`src/rtl/fan_stall_guard.sv`:
```
module fan_stall_guard #(
  parameter int CNT_W         = 8,
  parameter int SAT_RUNS      = 8,
  parameter int TICK_DIV      = 64,
  parameter int TIMEOUT_TICKS = 20
) (
  input  logic             clk,
  input  logic             rst_n,
  input  logic             tach_i,
  input  logic             meas_done_i,
  input  logic [CNT_W-1:0] meas_count_i,
  input  logic             det_en_i,
  input  logic             ara_read_i,
  output logic             alert_n_o,
  output logic             fan_fail_o
);
  localparam int PW = $clog2(TICK_DIV + 1);
  localparam int TW = $clog2(TIMEOUT_TICKS + 1);
  localparam int SW = $clog2(SAT_RUNS + 1);
  localparam logic [PW-1:0] PRE_LAST = PW'(TICK_DIV - 1);
  localparam logic [TW-1:0] TO_LAST  = TW'(TIMEOUT_TICKS);
  localparam logic [SW-1:0] SAT_LAST = SW'(SAT_RUNS);

  logic          tach_q;
  logic [PW-1:0] pre_cnt;
  logic [TW-1:0] to_cnt;
  logic [SW-1:0] sat_cnt;
  logic          fail_q;

  wire tach_edge = tach_i ^ tach_q;
  wire tick      = (pre_cnt == PRE_LAST);
  wire full_meas = (meas_count_i == {CNT_W{1'b1}});
  wire to_hit    = (to_cnt == TO_LAST);
  wire sat_hit   = (sat_cnt == SAT_LAST);

  always_ff @(posedge clk) begin
    if (!rst_n) tach_q <= 1'b0;
    else        tach_q <= tach_i;
  end

  always_ff @(posedge clk) begin
    if (!rst_n || !det_en_i || tach_edge) begin
      pre_cnt <= '0;
      to_cnt  <= '0;
    end else begin
      pre_cnt <= tick ? '0 : pre_cnt + 1'b1;
      if (tick && !to_hit) to_cnt <= to_cnt + 1'b1;
    end
  end

  always_ff @(posedge clk) begin
    if (!rst_n || !det_en_i)        sat_cnt <= '0;
    else if (meas_done_i && !full_meas) sat_cnt <= '0;
    else if (meas_done_i && !sat_hit)   sat_cnt <= sat_cnt + 1'b1;
  end

  always_ff @(posedge clk) begin
    if (!rst_n)                            fail_q <= 1'b0;
    else if (det_en_i && (to_hit || sat_hit)) fail_q <= 1'b1;
    else if (!det_en_i && ara_read_i)      fail_q <= 1'b0;
  end

  assign fan_fail_o = fail_q;
  assign alert_n_o  = ~fail_q;
endmodule

```
`config.mk`:
```
export PLATFORM = sky130hd
export DESIGN_NAME = fan_stall_guard
export DESIGN_NICKNAME = d
export VERILOG_FILES = /design/src/rtl/fan_stall_guard.sv
export SDC_FILE = /design/constraint.sdc
export NUM_CORES = 1
export LEC_CHECK = 0
export BUFFER_PORTS_ARGS = -buffer_cell sky130_fd_sc_hd__clkbuf_2
export CAP_MARGIN = 10
export CORE_MARGIN = 5
export CORE_UTILIZATION = 40
export CTS_CLUSTER_SIZE = 20
export DETAILED_ROUTE_END_ITERATION = 12
export SLEW_MARGIN = 20
export SYNTH_ARGS = -nofsm -noshare
export SYNTH_HDL_FRONTEND = slang
export SYNTH_SLANG_ARGS = --single-unit
```
`constraint.sdc`:
```
create_clock -name clk -period 1.6 [get_ports clk]
set_input_delay 0.16 -clock clk [delete_from_list [all_inputs] [get_ports clk]]
set_output_delay 0.16 -clock clk [all_outputs]
set_load 0.05 [all_outputs]
```
==> results of run 1 <==
[power groups by stage]
stage	clock (mW)	combinational [mW]	sequential [mW]
after CTS	0.285	0.0541	0.453
after global routing	0.305	0.0604	0.454
after floorplan	0	0.0264	0.463
final	0.274	0.0529	0.453
after global placement	0	0.0525	0.463
after detailed placement	0	0.0541	0.464
[cell usage in the layout, fill, tap and decap left out]
cell type  Yosys  layout
dfxtp_1       18      18
clkbuf_2       1      15
nand3_1       12      12
inv_1          7       7
nand2_1        7       7
o21ai_0        5       5
ha_1           5       5
nand3b_1       4       4
nor2_1         4       4
mux2i_1        4       4
nor3_1         3       3
xor2_1         3       3
clkbuf_4       0       3
and2_1         2       2
and4b_1        2       2
and4_1         2       2
a221oi_1       2       2
nand4_1        2       2
a211oi_1       2       2
buf_4          0       2
nand3_4        1       1
xnor2_2        1       1
nor3b_1        1       1
nor4_1         1       1
nor4b_1        1       1
a211o_1        1       1
and3b_1        1       1
o31ai_1        1       1
or4_1          1       1
a21oi_1        1       1
a21boi_0       1       1
o211ai_1       1       1
or3_1          1       1
xnor2_1        1       1
clkbuf_8       0       1
[area by class of cell]
type,instances,area share (%)
clock buffer,4,3.40
inverter,7,2.46
multi-input combinational,73,48.7
sequential,18,33.8
tap,28,3.28
timing repair buffer,17,8.44
[state kept, by name (all words and copies together), names as in the netlist]
name and cells:
pre_cnt 7, to_cnt 5, tach_q 1, fan_fail_o 1
sat_cnt 4
[metal layers]
layer / track usage [%] / vias to the layer above / share of wire, % / wire length (um)
met3: 4.90 / 2 / 6.0 / 100
li1: - / 406 / - / -
met4: 1.99 / 0 / 1.0 / 17
met2: 18.2 / 19 / 44 / 734
met1: 13.2 / 349 / 49 / 805
met5: 0 / - / 0 / 0
[logic make-up (layout without fill, tap and decap cells)]
| logic type | Yosys count | after routing | synth area share, % |
|---|---|---|---|
| multiplexers | 4 | 4 | 4.38 |
| AND/OR/NAND/NOR | 45 | 45 | 29.7 |
| buffers and inverters | 9 | 28 | 3.83 |
| adder cells (fa/ha/maj) | 5 | 5 | 6.84 |
| XOR/XNOR | 5 | 5 | 5.61 |
| flip-flops | 18 | 18 | 39.4 |
| AO/OA/AOI/OAI | 14 | 14 | 10.3 |
[final timing paths]
check / from / to / slack [ns] / cells past startpoint
hold / removal: tach_i / tach_q / 0.12 / 2
hold reg to reg: pre_cnt[6] / pre_cnt[6] / 0.47 / 2
setup / recovery: to_cnt[0] / to_cnt[2] / 0.12 / 5
setup reg to reg: to_cnt[0] / to_cnt[2] / 0.12 / 5
[per-stage QoR]
step / area (sq um) / hold slack [ns] / setup slack [ns] / util [%] / cells
6_report: 1070 / 0.122 / 0.121 / 48.7 / 147
5_1_grt: 1070 / 0.122 / 0.00113 / 48.7 / 147
4_1_cts: 1070 / 0.112 / 0.113 / 48.7 / 147
3_5_place_dp: 1030 / 0.427 / 0.137 / 47.1 / 143
3_3_place_gp: 1030 / 0.420 / 0.189 / 47.1 / 143
2_1_floorplan: 915 / 0.282 / 0.225 / - / 100
[worst max-delay path: cells and delay by family, from the launching register on]
kind,cells,cell delay (ns)
and+or+nand+nor,2,0.56
buffers and inverters,1,0.07
adders and majority gates,1,0.19
muxes,1,0.21
DFF,1,0.39
==> summary.txt, run 1 <==
Pint: 0.615 mW
diodes inserted: 0
Total Power: 0.780 mW
switching pwr: 0.165 mW
RSZ-0062 raised after global routing: no
slowest stage delay, CP: 0.39 ns
Pleak: 0.380 nW
Hold Violations, Final: 0
DRT Wirelength: 1.66 mm
Max Slew Vio Count: 0
count leader, synth: dfxtp_1
final setup vio count: 0
CTS Buf Count: 3
Final GP Congestion: 0.765
Peak VDD IR: 0.000699 V
Reg power frac: 58.1%
starting density of the core: 41.7%
clock-pin slew on the worst setup and hold paths: 0.10 ns
post-synth cell types: 33
GRT Overall Usage: 11.0%
Setup Skew: 0.00262 ns
Max-cap violations: 0
synthesis-to-layout area growth: 16.7%
Congestion Overflow GR: 0
cells along the critical path: inv_1 -> ha_1 -> and4b_1 -> nor4b_1 -> mux2i_1
fill cell count: 225
clock sink total: 18
vias in the first global route: 750
Period minus WS final: 1.48 ns
Ys Warns: 0
via count: 776
clock buffer depth: 2
Final nets: 139
status: finished clean
I/O pin total: 16
Slew @ Worst Pin: 0.368 ns
Crit Path Category: reg2reg
largest net degree at the start of global routing: 11
hold crit path type: in2reg
TritonRoute pass-1 iters: 5
die area: 0.00334 sq mm
Comb power frac: 6.8%
Slew headroom: 75.3%
Synth Register Bits: 18
area of the multi-input gates: 519 sq um
hpwl dp: 1.33 mm
Chip Height: 57.8 um
root buffer cell: clkbuf_4
htree depth: 1
cells after synthesis: 100
setup bufs post-CTS: 0
clock network power share: 35.1%
antenna-violating nets left: 0
Worst setup SP type: flip-flop
post-cts hold buffer count: 0
crit path max fanout: 4
crit path DAT: 1.70 ns
slowest CP cell: dfxtp_1
layout cell share with drive strength beyond 1: 19.3%
ys async rst share: 0%
post-synthesis cell area: 915 sq um
# port buffers: 15
antenna violations before repair: 0
crit end category: flip-flop
Synth area leader: dfxtp_1
number of DRC markers in iteration 0: 10
sw frac: 21.1%
chip width: 57.8 um
cts repair resizes: 0
DRC: 0
top cell type's share of synthesized area: 39.4%
Avg Cell Area, Syn: 9.15 sq um
Cell Rows: 17
first-pass GRT wire length: 2.93 mm
setup_tns: 0 ns
Core ar.: 0.00219 sq mm
sequential fraction of the synthesis area: 39.4%
final worst-path cycle share: 92.4%
PwrDens: 731 mW/mm^2
CTS tree: done
Fmax: 676 MHz
WP data required: 1.83 ns
Skew-Pair Late Insertion Delay: 0.29 ns
syn nets: 119
top area cells in the synthesized netlist: dfxtp_1, ha_1, nand3_1
Synth Flop Type: dfxtp_1
Post-synth top cells: dfxtp_1, nand3_1, inv_1, nand2_1
Post-synth EDFFs: 0
Reg area: 360 sq um
via-per-instance ratio: 5.28
routed len/inst: 11.3 um
Power figures use the tool's default switching activity.
==> run 2: changes to the inputs <==
- CORE_UTILIZATION: 40 -> 53
- PLACE_DENSITY: default -> 0.76
==> summary.txt, run 2 (same netlist as run 1, synthesis figures left out) <==
DRC: 0
chip width: 51.5 um
I/O pin total: 16
crit path DAT: 1.72 ns
setup_tns: 0 ns
Reg power frac: 63.2%
Final nets: 139
die area: 0.00266 sq mm
WP data required: 1.82 ns
# port buffers: 15
clock sink total: 18
Fmax: 667 MHz
sw frac: 21.4%
Skew-Pair Late Insertion Delay: 0.28 ns
Cell Rows: 15
Chip Height: 51.5 um
Comb power frac: 7.3%
PwrDens: 690 mW/mm^2
commonest non-fill, non-tap cell in the layout: dfxtp_1
max reg flops: 7
status: finished clean
Hold Violations, Final: 0
starting density of the core: 54.1%
via-per-instance ratio: 5.79
routed len/inst: 12.1 um
diodes inserted: 0
hold crit path type: in2reg
Core ar.: 0.00169 sq mm
largest net degree at the start of global routing: 11
Pleak: 0.373 nW
Slew @ Worst Pin: 0.378 ns
cts repair resizes: 0
synthesis-to-layout area growth: 13.7%
RSZ-0062 raised after global routing: no
final setup vio count: 0
crit end category: flip-flop
root buffer cell: clkbuf_4
htree depth: 1
clock buffer depth: 2
setup bufs post-CTS: 0
Setup Skew: 0.00128 ns
Worst setup SP type: flip-flop
dpl ws: 0.131 ns
antenna-violating nets left: 0
hpwl dp: 1.29 mm
Pint: 0.564 mW
Core Util, Final: 61.6%
fill cell count: 151
Max-cap violations: 0
GRT Overall Usage: 14.8%
antenna violations before repair: 0
clock network power share: 29.5%
Period minus WS final: 1.50 ns
Final WS setup: 0.0998 ns
final worst-path cycle share: 93.8%
area of the multi-input gates: 519 sq um
switching pwr: 0.153 mW
commonest cells after routing, fill and taps aside: dfxtp_1, clkbuf_2, nand3_1
TritonRoute pass-1 iters: 5
Congestion Overflow GR: 0
clock-pin slew on the worst setup and hold paths: 0.09 ns
vias in the first global route: 742
number of DRC markers in iteration 0: 12
Reg area: 360 sq um
crit path max fanout: 4
post-cts hold buffer count: 0
CTS tree: done
via count: 782
Final GP Congestion: 0.808
first-pass GRT wire length: 3.04 mm
Peak VDD IR: 0.000371 V
layout cell share with drive strength beyond 1: 18.6%
Slew headroom: 74.6%
Top reg by flops: pre_cnt
Top Registers: pre_cnt: 7 flops, to_cnt: 5 flops, sat_cnt: 4 flops
Max Slew Vio Count: 0
DRT Wirelength: 1.63 mm
CTS Buf Count: 3
Crit Path Category: reg2reg
==> run 2: cell types whose count changed in the layout (fill, tap and decap cells not counted), sizes merged <==
cell    change
clkbuf      -1
==> run 2: metal layers <==
layer  global-route usage, %  routed length, um  up-vias
met5                       0                  0        -
met4                    8.30                 15        0
met3                    3.44                102        2
met2                    24.8                806       19
met1                    17.2                704      361
li1                        -                  -      400
==> run 2: cell type report <==
cell class                      instances  share of cell area (%)
Timing Repair Buffer                   17                    8.66
Sequential cell                        18                    34.7
Tap cell                               17                    2.05
Clock buffer                            3                    2.17
Multi-Input combinational cell         73                    49.9
Inverter                                7                    2.53
==> run 2: path summary, 6_finish.rpt <==
kind,start,endpoint,slack (ns),cells after the start
worst max-delay path,to_cnt[0],to_cnt[2],0.1,5
worst min-delay path,rst_n,tach_q,0.15,2
worst max register to register,to_cnt[0],to_cnt[2],0.1,5
worst min register to register,pre_cnt[0],pre_cnt[0],0.47,1
==> run 2: power groups by stage <==
stage | combinational [mW] | clock, mW | sequential [mW]
2_1_floorplan | 0.0264 | 0 | 0.463
3_3_place_gp | 0.0522 | 0 | 0.463
3_5_place_dp | 0.0532 | 0 | 0.464
4_1_cts | 0.0533 | 0.225 | 0.453
5_1_grt | 0.0603 | 0.244 | 0.454
6_report | 0.0525 | 0.212 | 0.453
==> run 2: stage by stage <==
stage,total power [mW],cells,instance area [sq um],hold WS (ns)
floorplan,0.490,100,915,0.282
CTS,0.732,135,1040,0.139
finish,0.717,135,1040,0.145
global route,0.758,135,1040,0.150
global placement,0.515,132,1020,0.420
detailed placement,0.517,132,1020,0.434
==> run 2: worst max-delay path: stages, from the launching register on <==
cell and delay (ns):
dfxtp_1 0.38, inv_1 0.07, ha_1 0.19, and4b_1 0.21, nor4b_1 0.36, mux2i_1 0.22
